==> src/rtl/cadc_pkg.sv <==
package cadc_pkg;
    localparam int AW = 8;
    localparam int DW = 8;
    localparam int RES_W = 16;

    localparam logic [AW-1:0] A_REV    = 8'h01;
    localparam logic [AW-1:0] A_TYPE   = 8'h04;
    localparam logic [AW-1:0] A_SUB    = 8'h05;
    localparam logic [AW-1:0] A_STAT   = 8'h08;
    localparam logic [AW-1:0] A_MODE   = 8'h40;
    localparam logic [AW-1:0] A_EN     = 8'h46;
    localparam logic [AW-1:0] A_CHAN   = 8'h48;
    localparam logic [AW-1:0] A_DIG    = 8'h50;
    localparam logic [AW-1:0] A_SETTLE = 8'h51;
    localparam logic [AW-1:0] A_REQ    = 8'h52;
    localparam logic [AW-1:0] A_AVGC   = 8'h5A;
    localparam logic [AW-1:0] A_AVGE   = 8'h5B;
    localparam logic [AW-1:0] A_RES_LO = 8'h60;
    localparam logic [AW-1:0] A_RES_HI = 8'h61;
    localparam logic [AW-1:0] A_KEY    = 8'hD0;
    localparam logic [AW-1:0] A_RST    = 8'hDA;
    localparam logic [AW-1:0] A_TRIM   = 8'hF4;

    localparam logic [DW-1:0] KEY_VAL  = 8'hA5;
    localparam logic [DW-1:0] TYPE_VAL = 8'h08;
    localparam logic [DW-1:0] SUB_VAL  = 8'h03;

    localparam int NPLAIN = 5;

    function automatic logic [AW-1:0] plain_addr(input int idx);
        case (idx)
            0:       plain_addr = A_MODE;
            1:       plain_addr = A_CHAN;
            2:       plain_addr = A_DIG;
            3:       plain_addr = A_SETTLE;
            default: plain_addr = A_AVGC;
        endcase
    endfunction

    typedef enum logic { UL_LOCKED, UL_ARMED } unlock_e;
    typedef enum logic [1:0] { CV_IDLE, CV_BUSY, CV_DONE } conv_e;
endpackage

==> src/rtl/cadc_unlock.sv <==
module cadc_unlock
    import cadc_pkg::*;
(
    input  logic          clk,
    input  logic          rst_n,
    input  logic          acc,
    input  logic          wr,
    input  logic [AW-1:0] addr,
    input  logic [DW-1:0] wdata,
    output logic          grant
);
    unlock_e state_q, state_d;
    logic    key_wr;

    assign key_wr = acc && wr && (addr == A_KEY) && (wdata == KEY_VAL);

    always_ff @(posedge clk or negedge rst_n) begin
        if (!rst_n) state_q <= UL_LOCKED;
        else        state_q <= state_d;
    end

    always_comb begin
        state_d = state_q;
        grant   = 1'b0;
        unique case (state_q)
            UL_LOCKED: begin
                if (key_wr) state_d = UL_ARMED;
            end
            UL_ARMED: begin
                grant = 1'b1;
                if (acc) state_d = key_wr ? UL_ARMED : UL_LOCKED;
            end
        endcase
    end
endmodule

==> src/rtl/cadc_conv.sv <==
module cadc_conv
    import cadc_pkg::*;
#(
    parameter int CONV_CYCLES = 64
) (
    input  logic             clk,
    input  logic             rst_n,
    input  logic             enable,
    input  logic             start,
    input  logic             abort,
    input  logic             ack_low,
    input  logic [RES_W-1:0] sample,
    output logic             busy,
    output logic             done,
    output logic             irq,
    output logic [RES_W-1:0] result
);
    localparam int CNT_W = (CONV_CYCLES > 2) ? $clog2(CONV_CYCLES) : 1;
    localparam logic [CNT_W-1:0] CNT_LAST = CNT_W'(CONV_CYCLES - 1);

    conv_e            state_q, state_d;
    logic [CNT_W-1:0] cnt_q;
    logic             accept;
    logic             finish;

    assign accept = start && enable && !abort;

    always_ff @(posedge clk or negedge rst_n) begin
        if (!rst_n) begin
            state_q <= CV_IDLE;
            cnt_q   <= '0;
        end else begin
            state_q <= state_d;
            if (state_d == CV_BUSY && state_q != CV_BUSY) cnt_q <= '0;
            else if (state_q == CV_BUSY)                  cnt_q <= cnt_q + 1'b1;
        end
    end

    always_comb begin
        state_d = state_q;
        finish  = 1'b0;
        unique case (state_q)
            CV_IDLE: begin
                if (accept) state_d = CV_BUSY;
            end
            CV_BUSY: begin
                if (abort) state_d = CV_IDLE;
                else if (cnt_q == CNT_LAST) begin
                    state_d = CV_DONE;
                    finish  = 1'b1;
                end
            end
            CV_DONE: begin
                if (accept) state_d = CV_BUSY;
            end
            default: state_d = CV_IDLE;
        endcase
    end

    always_comb begin
        busy = (state_q == CV_BUSY);
        done = (state_q == CV_DONE);
    end

    always_ff @(posedge clk or negedge rst_n) begin
        if (!rst_n) begin
            irq    <= 1'b0;
            result <= '0;
        end else if (finish) begin
            irq    <= 1'b1;
            result <= sample;
        end else if (ack_low || accept) begin
            irq    <= 1'b0;
        end
    end
endmodule

==> src/rtl/cadc_regs.sv <==
module cadc_regs
    import cadc_pkg::*;
#(
    parameter logic [7:0] REVISION  = 8'h01,
    parameter logic [7:0] TRIM_BYTE = 8'h00
) (
    input  logic             clk,
    input  logic             rst_n,
    input  logic             acc,
    input  logic             wr,
    input  logic [AW-1:0]    addr,
    input  logic [DW-1:0]    wdata,
    input  logic             grant,
    input  logic             busy,
    input  logic             done,
    input  logic [RES_W-1:0] result,
    output logic             en,
    output logic             start,
    output logic             abort,
    output logic             ack_low,
    output logic [DW-1:0]    rstctl,
    output logic [DW-1:0]    rdata
);
    logic          wr_hit;
    logic          avg_en;
    logic [DW-1:0] plain_rd [NPLAIN];

    assign wr_hit  = acc && wr;
    assign start   = wr_hit && (addr == A_REQ) && wdata[7];
    assign abort   = wr_hit && (addr == A_EN) && !wdata[7];
    assign ack_low = acc && !wr && (addr == A_RES_LO);

    for (genvar g = 0; g < NPLAIN; g++) begin : g_plain
        logic [DW-1:0] q;
        always_ff @(posedge clk or negedge rst_n) begin
            if (!rst_n)                               q <= '0;
            else if (wr_hit && addr == plain_addr(g)) q <= wdata;
        end
        assign plain_rd[g] = q;
    end

    always_ff @(posedge clk or negedge rst_n) begin
        if (!rst_n) begin
            en     <= 1'b0;
            avg_en <= 1'b0;
            rstctl <= '0;
        end else if (wr_hit) begin
            if (addr == A_EN)            en     <= wdata[7];
            if (addr == A_AVGE)          avg_en <= wdata[7];
            if (addr == A_RST && grant)  rstctl <= wdata;
        end
    end

    always_comb begin
        rdata = '0;
        unique case (addr)
            A_REV:    rdata = REVISION;
            A_TYPE:   rdata = TYPE_VAL;
            A_SUB:    rdata = SUB_VAL;
            A_STAT:   rdata = {6'b0, busy, done};
            A_EN:     rdata = {en, 7'b0};
            A_REQ:    rdata = {busy, 7'b0};
            A_AVGE:   rdata = {avg_en, 7'b0};
            A_RES_LO: rdata = result[7:0];
            A_RES_HI: rdata = result[15:8];
            A_RST:    rdata = rstctl;
            A_TRIM:   rdata = TRIM_BYTE;
            default: begin
                for (int i = 0; i < NPLAIN; i++)
                    if (addr == plain_addr(i)) rdata = plain_rd[i];
            end
        endcase
    end
endmodule

==> src/rtl/cadc_regfront.sv <==
module cadc_regfront
    import cadc_pkg::*;
#(
    parameter int         CONV_CYCLES = 64,
    parameter logic [7:0] REVISION    = 8'h01,
    parameter logic [7:0] TRIM_BYTE   = 8'h00
) (
    input  logic        clk,
    input  logic        rst_n,
    input  logic        bus_sel,
    input  logic        bus_wr,
    input  logic [7:0]  bus_addr,
    input  logic [7:0]  bus_wdata,
    output logic [7:0]  bus_rdata,
    input  logic [15:0] sample_in,
    output logic        eoc_irq,
    output logic        follow_warm
);
    logic             grant_w;
    logic             en_w, start_w, abort_w, ack_w;
    logic             busy_w, done_w;
    logic [RES_W-1:0] result_w;
    logic [DW-1:0]    rstctl_w;

    cadc_unlock u_unlock (
        .clk   (clk),
        .rst_n (rst_n),
        .acc   (bus_sel),
        .wr    (bus_wr),
        .addr  (bus_addr),
        .wdata (bus_wdata),
        .grant (grant_w)
    );

    cadc_conv #(.CONV_CYCLES(CONV_CYCLES)) u_conv (
        .clk     (clk),
        .rst_n   (rst_n),
        .enable  (en_w),
        .start   (start_w),
        .abort   (abort_w),
        .ack_low (ack_w),
        .sample  (sample_in),
        .busy    (busy_w),
        .done    (done_w),
        .irq     (eoc_irq),
        .result  (result_w)
    );

    cadc_regs #(.REVISION(REVISION), .TRIM_BYTE(TRIM_BYTE)) u_regs (
        .clk     (clk),
        .rst_n   (rst_n),
        .acc     (bus_sel),
        .wr      (bus_wr),
        .addr    (bus_addr),
        .wdata   (bus_wdata),
        .grant   (grant_w),
        .busy    (busy_w),
        .done    (done_w),
        .result  (result_w),
        .en      (en_w),
        .start   (start_w),
        .abort   (abort_w),
        .ack_low (ack_w),
        .rstctl  (rstctl_w),
        .rdata   (bus_rdata)
    );

    assign follow_warm = rstctl_w[2];
endmodule

==> config.mk <==
export PLATFORM = sky130hd
export DESIGN_NAME = cadc_regfront
export DESIGN_NICKNAME = d
export VERILOG_FILES = /design/src/rtl/cadc_pkg.sv /design/src/rtl/cadc_unlock.sv /design/src/rtl/cadc_conv.sv /design/src/rtl/cadc_regs.sv /design/src/rtl/cadc_regfront.sv
export SDC_FILE = /design/constraint.sdc
export NUM_CORES = 1
export LEC_CHECK = 0
export ABC_AREA = 1
export BUFFER_PORTS_ARGS = -buffer_cell sky130_fd_sc_hd__buf_2
export CAP_MARGIN = 15
export CORE_MARGIN = 3
export CORE_UTILIZATION = 60
export CTS_CLUSTER_SIZE = 12
export DETAILED_ROUTE_END_ITERATION = 8
export PLACE_DENSITY = 0.78
export RECOVER_POWER = 100
export SYNTH_ARGS = -nofsm -noshare
export SYNTH_HDL_FRONTEND = slang
export SYNTH_SLANG_ARGS = --single-unit
==> constraint.sdc <==
create_clock -name clk -period 4.2 [get_ports clk]
set_input_delay 0.21 -clock clk [delete_from_list [all_inputs] [get_ports clk]]
set_output_delay 0.21 -clock clk [all_outputs]
set_load 0.005 [all_outputs]
==> impl_metrics.json, run 1 <==
{
  "outcome": "complete, no violations",
  "drtAntennaViolNets": 0,
  "ir_worst_vdd_uv": 255,
  "min_from": "sample_in[10]",
  "grt_max_degree": 50,
  "seq_area_frac_synth_pct": 47.9,
  "routed_wl_mm": 9.21,
  "critPathBufInv": 4,
  "reg2reg_from": "u_conv.state_q[0]",
  "ys_seq_elements": 76,
  "die_h_um": 87.4,
  "clkSlewWorstSetupHoldPaths_ps": 80,
  "antenna_cells": 0,
  "relSlewSlack_pct": 2.42,
  "grtUsageMet1_pct": 37.1,
  "fp.dieArea_mm2": 0.00763,
  "final_cell_mix": "nand2_1 (153), dfrtp_1 (76), nand3_1 (74)",
  "gp_congestion": 0.894,
  "crit_path_end_kind": "async pin",
  "route.detailed.drc": 0,
  "cts_root_buf": "clkbuf_8",
  "drtIter0Drc": 258,
  "drive_above_1_share_pct": 14.8,
  "synth_async_sr_flop_share_pct": 100,
  "max_stage_delay_ps": 1100,
  "synth_nets": 517,
  "worstPathMaxFanout": 38,
  "dr.pass1.iters": 5,
  "layout.nets": 565,
  "core_mm2": 0.00639,
  "finalHoldViolations": 0,
  "hold_depth": 3,
  "worstMarginPinSlew_ps": 1460,
  "fp-row-count": 29,
  "critPathKind": "input pin to async pin",
  "rsz0062_at_grt": "false",
  "slowest_stage": "clkbuf_1",
  "fin_crit_sh_pct": 60.5,
  "cts_tree": "built",
  "clockBufferDepth": 2,
  "timing.critical_path.mode_cell": "clkbuf_1",
  "overflow": 0,
  "synth-edff-count": 0,
  "cts_sinks": 76,
  "grt_first_pass_wirelength_mm": 15.2,
  "ys_warn_count": 0,
  "syn_area_per_cell_um2": 8.27,
  "area_growth_pct": 6.74,
  "die_w_um": 87.4,
  "grt_use_total_pct": 25.7,
  "use_met3_pct": 4.73,
  "initial_utilization_pct": 62.2,
  "critPathRequiredTime_ps": 4400,
  "utilization_pct": 66.4,
  "path_depth": 4,
  "maxCapViolCount": 0,
  "critPathTopFamily": "buffers and inverters",
  "fin_skew_ps": 12.5,
  "final_common_cell": "nand2_1",
  "ios": 46,
  "cp.arrival_ps": 2740,
  "dp_hpwl_mm": 6.52,
  "worstHoldPathType": "input pin to flop",
  "clk_latency_ps": 350,
  "cts_made_buffers": 9,
  "num_vias": 3389,
  "viasPerCell": 5.56,
  "worstPathCellList": "dlygate4sd3_1, clkbuf_1, buf_12, clkbuf_1",
  "fin_tns_setup_ps": 0,
  "startpoint_type": "input pin",
  "syn-cell-area_mm2": 0.00397,
  "crit_start": "rst_n",
  "hold_ws_ps": 86.6,
  "busiest_layer": "met2",
  "powerDensity_mw_per_mm2": 348,
  "ff2ff_setup_slack_ps": 2080,
  "grt_pass1_vias": 3178,
  "synth_cell_types": 31,
  "clock.fmax_mhz": 394,
  "syn_inst": 480,
  "r2r_cells": 7,
  "antenna_found_initial": 0,
  "routedWlPerCell_um": 15.1,
  "leakage_nw": 2.13,
  "drv_slew": 0,
  "use_met2_pct": 39.8,
  "min_period_ps": 2540,
  "htree_levels": 3,
  "port_buffers": 45,
  "setup_viol": 0,
  "synth_ff_type": "dfrtp_1"
}
==> metrics by stage <==
| stage | area, um2 | total power, mW | worst slack, ps | cells |
|---|---|---|---|---|
| global route | 4240 | 1.53 | 1230 | 610 |
| detailed placement | 4200 | 0.882 | 2360 | 592 |
| global placement | 4200 | 0.879 | 2440 | 592 |
| CTS | 4420 | 1.49 | 2350 | 608 |
| finish | 4240 | 1.48 | 1660 | 610 |
| floorplan | 3970 | 0.831 | 2760 | 480 |
==> state kept, by name, indices dropped and copies added, names as in the netlist <==
signal and count:
u_regs.g_plain.q 40, u_conv.cnt_q 6, u_regs.en 1, u_unlock.state_q 1, u_regs.avg_en 1, u_conv.irq 1, u_regs.rstctl 8, u_conv.state_q 2
u_conv.result 16
==> cell type report <==
| class | count | area [um2] |
|---|---|---|
| repair buffers | 48 | 253 |
| clock buffers | 12 | 145 |
| inverters | 37 | 141 |
| well taps | 77 | 96.3 |
| clock inverters | 4 | 72.6 |
| fillers | 572 | 2150 |
| multi-input cells | 356 | 1630 |
| flip-flops and latches | 76 | 1900 |
==> cells in the mapped netlist (2+ instances only) <==
cell | n | area (um2)
dfrtp_1 | 76 | 1900
nand3_4 | 2 | 35.0
nand3_1 | 71 | 355
a21oi_1 | 4 | 20.0
nor2_1 | 34 | 128
nand2_2 | 7 | 43.8
inv_2 | 2 | 7.51
nand4_1 | 6 | 37.5
nand2_4 | 7 | 78.8
o21ai_1 | 22 | 110
o21ai_2 | 20 | 175
nor3_1 | 2 | 10.0
nor2_4 | 11 | 124
nand2_1 | 146 | 548
inv_1 | 32 | 120
buf_2 | 2 | 10.0
nor2_2 | 4 | 25.0
buf_6 | 6 | 67.6
o21ai_0 | 12 | 60.1
buf_4 | 3 | 22.5
==> power by group <==
part,internal (mW),leakage (nW),switching [mW],total (mW)
clock,0.351,0.107,0.266,0.617
sequential,0.749,1.02,0.0115,0.760
combinational,0.0320,1.00,0.0672,0.0992
total,1.13,2.13,0.345,1.48
==> final timing paths <==
path,to
max,u_regs.g_plain[2].q[3]
min,u_conv.result[10]
max reg2reg,u_conv.result[8]
min reg2reg,u_conv.result[2]
max in group clk,bus_rdata[3]
min in group asynchronous,u_conv.result[7]
==> routing by layer <==
metal	vias to the layer above	wire (um)	part of all wire (%)
met5	-	0	0
met4	0	123	1.3
met3	14	522	5.7
met2	111	4270	46
li1	1657	-	-
met1	1607	4290	47
==> worst register-to-register path, cell delays in order, from the launching register on <==
cell and delay (ps):
dfrtp_1 350, inv_1 60, nor2_1 310, inv_1 230, nor2_4 360, nand2_1 430
nand2_1 190, nand2_1 70
==> cells by family after synthesis <==
| kind of cell | after synthesis | synth area share (%) |
|---|---|---|
| AO/OA/AOI/OAI | 59 | 9.39 |
| adder cells (fa/ha/maj) | 1 | 0.315 |
| flip-flops | 76 | 47.9 |
| AND/OR/NAND/NOR | 296 | 36.3 |
| buffers and inverters | 48 | 6.11 |
==> what timing repair did <==
action                                  4_1_cts  5_1_grt
gates resized for setup                       0        0
hold buffers                                  0        1
setup buffers                                 0        0
hold endpoints to repair                      0       11
endpoints found under the setup margin        0        0
(Power assumes the default switching activity.)
==> run 2: changes to the inputs <==
- ABC_AREA: 1 -> 0
- CORE_UTILIZATION: 60 -> 58
- PLACE_DENSITY: 0.78 -> 0.76
- clock period: 4.2 -> 2.5 ns (I/O delays scaled with it)
==> run 2 against run 1 <==
Critical path depth grew 3. Sequential power grew 68%. Combinational power up 100%. The run now ends with max-capacitance violations, max-slew violations left. Wire length down 3.5%.
==> impl_metrics.json, run 2 <==
{
  "critPathTopFamily": "simple AND/OR/NAND/NOR gates",
  "violations": "max-capacitance violations, max-slew violations",
  "cts_tree": "built",
  "syn_inst": 307,
  "antenna_cells": 0,
  "yosysTopAreaCell": "dfrtp_1",
  "powerDensity_mw_per_mm2": 550,
  "finalHoldViolations": 0,
  "yosysMostFrequentCell": "dfrtp_1",
  "crit_path_end_kind": "primary output",
  "grt_use_total_pct": 26.1,
  "yosys-top-cells-area": "dfrtp_1 (50%), mux2_2 (18%), mux2_4 (3.1%)",
  "fin_tns_setup_ps": 0,
  "layout.nets": 404,
  "grt_pass1_vias": 2872,
  "drive_above_1_share_pct": 33.6,
  "worstMarginPinSlew_ps": 1840,
  "viasPerCell": 6.34,
  "synth.top_cells.by_count": "dfrtp_1 (76), mux2_2 (62), nand2_1 (14), o21ai_0 (14), a21oi_1 (12)",
  "leakage_nw": 2.02,
  "dp_hpwl_mm": 5.92,
  "holdPathEnd": "u_conv.result[4]",
  "die_w_um": 87.2,
  "largest_reg_flops": 40,
  "final_common_cell": "dfrtp_1",
  "clockBufferDepth": 2,
  "die_h_um": 87.2,
  "syn-cell-area_mm2": 0.00383,
  "routedWlPerCell_um": 19.9,
  "min_period_ps": 2200,
  "drtAntennaViolNets": 0,
  "maxCapViolCount": 1,
  "grt_first_pass_wirelength_mm": 15.0,
  "antenna_found_initial": 0,
  "cts.repair.resized": 0,
  "cts_sinks": 76,
  "ir_worst_vdd_uv": 438,
  "finalPower_mw": 2.40,
  "routed_wl_mm": 8.88,
  "ios": 46,
  "gp_congestion": 0.850,
  "grt_max_degree": 77,
  "worstPathCellList": "clkbuf_1, nor4b_2, nor4b_4, a22oi_1, a21oi_1, a221o_1, clkbuf_1",
  "synth_cell_types": 50,
  "ff2ff_setup_slack_ps": 340,
  "port_buffers": 45,
  "cts_root_buf": "clkbuf_8",
  "core_mm2": 0.00617,
  "cts_made_buffers": 9,
  "worstPathMaxFanout": 8,
  "startpoint_type": "input pin",
  "max_stage_delay_ps": 620,
  "largest-register": "u_regs.g_plain.q",
  "critPathRequiredTime_ps": 2380,
  "slowest_stage": "nor4b_4",
  "worstHoldPathType": "input pin to flop",
  "syn_area_per_cell_um2": 12.5,
  "drtIter0Drc": 161,
  "outcome": "finished, violations left",
  "synth_async_sr_flop_share_pct": 100,
  "initial_utilization_pct": 62.1,
  "relSlewSlack_pct": -22.4,
  "fp.dieArea_mm2": 0.00761,
  "clock.fmax_mhz": 454,
  "cp.arrival_ps": 2080,
  "clk_latency_ps": 350,
  "timing.critical_path.mode_cell": "clkbuf_1",
  "critPathKind": "input pin to primary output",
  "ys_warn_count": 0,
  "num_vias": 2836,
  "synth-edff-count": 0,
  "seq_area_frac_synth_pct": 49.7,
  "synth_top_area_share_pct": 49.7,
  "utilization_pct": 70.7,
  "r2r_cells": 5,
  "route.detailed.drc": 0,
  "worst_r2r_endpoint": "u_conv.result[8]",
  "min_from": "sample_in[4]",
  "hold_depth": 2,
  "synth_ff_type": "dfrtp_1",
  "fp-row-count": 28,
  "area_growth_pct": 13.9,
  "overflow": 0,
  "final_cell_mix": "dfrtp_1 (76), mux2_2 (62), buf_2 (35)",
  "reg2reg_from": "u_conv.cnt_q[0]",
  "clkSlewWorstSetupHoldPaths_ps": 80,
  "synth_nets": 344,
  "drv_slew": 77,
  "fin_skew_ps": 5.67,
  "dr.pass1.iters": 4,
  "rsz0062_at_grt": "false",
  "critPathBufInv": 2,
  "ys_seq_elements": 76,
  "cts_setup_buffers": 0,
  "crit_start": "bus_addr[5]",
  "setup_viol": 0,
  "fin_crit_sh_pct": 88.0,
  "reg.largest.list": "u_regs.g_plain.q (40), u_conv.result (16), u_regs.rstctl (8)",
  "htree_levels": 3
}
## run 2: kinds of logic after synthesis
kind of cell    synth area share [%]
compound gates                  10.6
simple gates                    13.5
buf+inv                         2.16
flops                           49.7
mux                             23.7
fa+ha+maj                      0.327
## run 2: through the flow
step           hold slack (ps)  std cells  worst slack, ps  cell area, um2
2_1_floorplan             -171        307              681            3830
3_3_place_gp               326        417              314            4100
3_5_place_dp               331        417              262            4100
4_1_cts                   2.06        447              250            4440
5_1_grt                  -2.19        447              129            4360
6_report                  1.18        447              299            4360
## run 2: how the worst max path moves through the flow
stage	to	slack (ps)	depth (start not counted)
finish	bus_rdata[6]	300	7
detailed placement	u_conv.result[8]	260	5
global placement	u_conv.result[10]	310	5
global route	bus_rdata[6]	130	7
CTS	u_conv.result[8]	250	5
floorplan	u_conv.result[0]	680	6
## run 2: routing by layer
metal | global-route usage (%) | share of wire [%]
met1 | 36.3 | 45
met2 | 41.7 | 50
met3 | 3.50 | 3.8
met4 | 10.6 | 2.1
met5 | 0 | 0
## run 2: layout make-up
cell class / instances / area (um2)
Timing Repair Buffer: 63 / 384
Sequential cell: 76 / 1900
Inverter: 2 / 7.51
Tap cell: 75 / 93.8
Clock buffer: 10 / 128
Clock inverter: 6 / 65.1
Multi-Input combinational cell: 215 / 1780
Fill cell: 484 / 1810
## run 2: report_power, final
group | total (mW) | internal [mW] | switching, mW
clock | 0.919 | 0.461 | 0.458
sequential | 1.28 | 1.26 | 0.0175
combinational | 0.199 | 0.0893 | 0.110
## run 2: what timing repair did
item / CTS / global route
hold buffers: 14 / 0
endpoints found under the setup margin: 0 / 0
endpoints found under the hold margin: 89 / 0
==> run 3: changes to the inputs <==
- MAX_ROUTING_LAYER: not set -> met4
==> run 3 against run 2 <==
The run still ends with max-capacitance violations, max-slew violations left. Power grew 0.25%. Clock power up 0.5%. Global-route usage up 0.82 points. Sequential cell count unchanged. Sequential share of layout area stayed put. Fmax grew 1.8%. Non-clock buffer count is the same. Core utilization unchanged.
==> impl_metrics.json, run 3 (same netlist as run 2, synthesis figures left out) <==
{
  "clkSlewWorstSetupHoldPaths_ps": 80,
  "clockBufferDepth": 2,
  "clk_latency_ps": 350,
  "relSlewSlack_pct": -23.1,
  "clock.fmax_mhz": 462,
  "cts_tree": "built",
  "worst_r2r_endpoint": "u_conv.result[8]",
  "antenna_found_initial": 0,
  "outcome": "finished, violations left",
  "initial_utilization_pct": 62.1,
  "grt_pass1_vias": 2873,
  "die_h_um": 87.2,
  "drtAntennaViolNets": 0,
  "area_growth_pct": 13.9,
  "final_common_cell": "dfrtp_1",
  "num_vias": 2830,
  "fp-row-count": 28,
  "core_mm2": 0.00617,
  "ir_worst_vdd_uv": 438,
  "dp_hpwl_mm": 5.92,
  "final_cell_mix": "dfrtp_1 (76), mux2_2 (62), buf_2 (35)",
  "utilization_pct": 70.7,
  "largest-register": "u_regs.g_plain.q",
  "route.detailed.drc": 0,
  "critPathKind": "flop to flop",
  "setup_slack_ps": 338,
  "setup_viol": 0,
  "layout.nets": 404,
  "grt_use_total_pct": 26.9,
  "fp.dieArea_mm2": 0.00761,
  "violations": "max-capacitance violations, max-slew violations",
  "dr.pass1.iters": 4,
  "cp-endpoint": "u_conv.result[8]",
  "htree_levels": 3,
  "min_period_ps": 2160,
  "gp_congestion": 0.864,
  "routed_wl_mm": 8.91,
  "leakage_nw": 2.02,
  "overflow": 0,
  "reg.largest.list": "u_regs.g_plain.q (40), u_conv.result (16), u_regs.rstctl (8)",
  "worstMarginPinSlew_ps": 1850,
  "r2r_cells": 5,
  "worstHoldPathType": "input pin to flop",
  "fin_tns_setup_ps": 0,
  "cts.repair.resized": 0,
  "ios": 46,
  "rsz0062_at_grt": "false",
  "fin_crit_sh_pct": 86.5,
  "ff2ff_setup_slack_ps": 340,
  "port_buffers": 45,
  "cts_sinks": 76,
  "powerDensity_mw_per_mm2": 551,
  "routedWlPerCell_um": 19.9,
  "crit_path_end_kind": "flop",
  "drive_above_1_share_pct": 33.6,
  "finalHoldViolations": 0,
  "crit_start": "u_conv.cnt_q[0]",
  "grt_max_degree": 77,
  "critPathRequiredTime_ps": 2740,
  "min_from": "sample_in[4]",
  "fillCellCount": 484,
  "fin_skew_ps": 5.46,
  "largest_reg_flops": 40,
  "cts_made_buffers": 9,
  "grt_first_pass_wirelength_mm": 15.0,
  "antenna_cells": 0,
  "dp_slack_ps": 262,
  "startpoint_type": "flop",
  "drtIter0Drc": 139,
  "maxCapViolCount": 1,
  "hold_ws_ps": 1.01,
  "die_w_um": 87.2,
  "reg2reg_from": "u_conv.cnt_q[0]",
  "cts_setup_buffers": 0,
  "worstPathMaxFanout": 18,
  "cts_root_buf": "clkbuf_8",
  "viasPerCell": 6.33,
  "cp.arrival_ps": 2400,
  "drv_slew": 77
}
==> run 3: cell counts in the layout (fill, tap and decap cells not counted) <==
Identical to the previous run, type by type.
==> run 3: metal layers <==
layer  up-vias  wire [um]  track usage [%]
met4         0        174             10.6
met3        15        489             3.69
li1       1290          -                -
met2        94       4340             41.6
met5         -          0                -
met1      1431       3910             36.3
==> run 3: repair_timing <==
item	CTS	global route
setup endpoints to repair	0	0
hold buffers	14	0
endpoints found under the hold margin	89	0
==> run 3: how the worst min path moves through the flow <==
| stage | to | cells past startpoint |
|---|---|---|
| floorplan | u_conv.cnt_q[0] | 0 |
| global placement | u_regs.g_plain[4].q[3] | 1 |
| detailed placement | u_regs.g_plain[4].q[3] | 1 |
| CTS | u_conv.result[4] | 2 |
| global route | u_conv.result[4] | 2 |
| finish | u_conv.result[4] | 2 |
==> run 3: area by class of cell <==
class,count,area (um2),area share (%)
clock inverters,6,65.1,1.49
inverters,2,7.51,0.172
clock buffers,10,128,2.93
flip-flops and latches,76,1900,43.6
multi-input cells,215,1780,40.8
repair buffers,63,384,8.81
well taps,75,93.8,2.15
==> run 3: power breakdown <==
part	leakage [nW]	internal, mW	switching, mW
combinational	0.941	0.0893	0.111
clock	0.0962	0.461	0.463
sequential	0.985	1.26	0.0178
total	2.02	1.81	0.591
==> run 3: stage by stage <==
step,total power [mW],area (um2),std cells
floorplan,1.40,3830,307
global placement,1.49,4100,417
detailed placement,1.49,4100,417
CTS,2.43,4440,447
global route,2.51,4360,447
finish,2.40,4360,447
==> run 3: worst max-delay path, cell delays in order, from the launching register on <==
cell	delay, ps
dfrtp_1	390
ha_1	210
and3_1	160
nand3_1	140
nor3_4	720
mux2_2	430
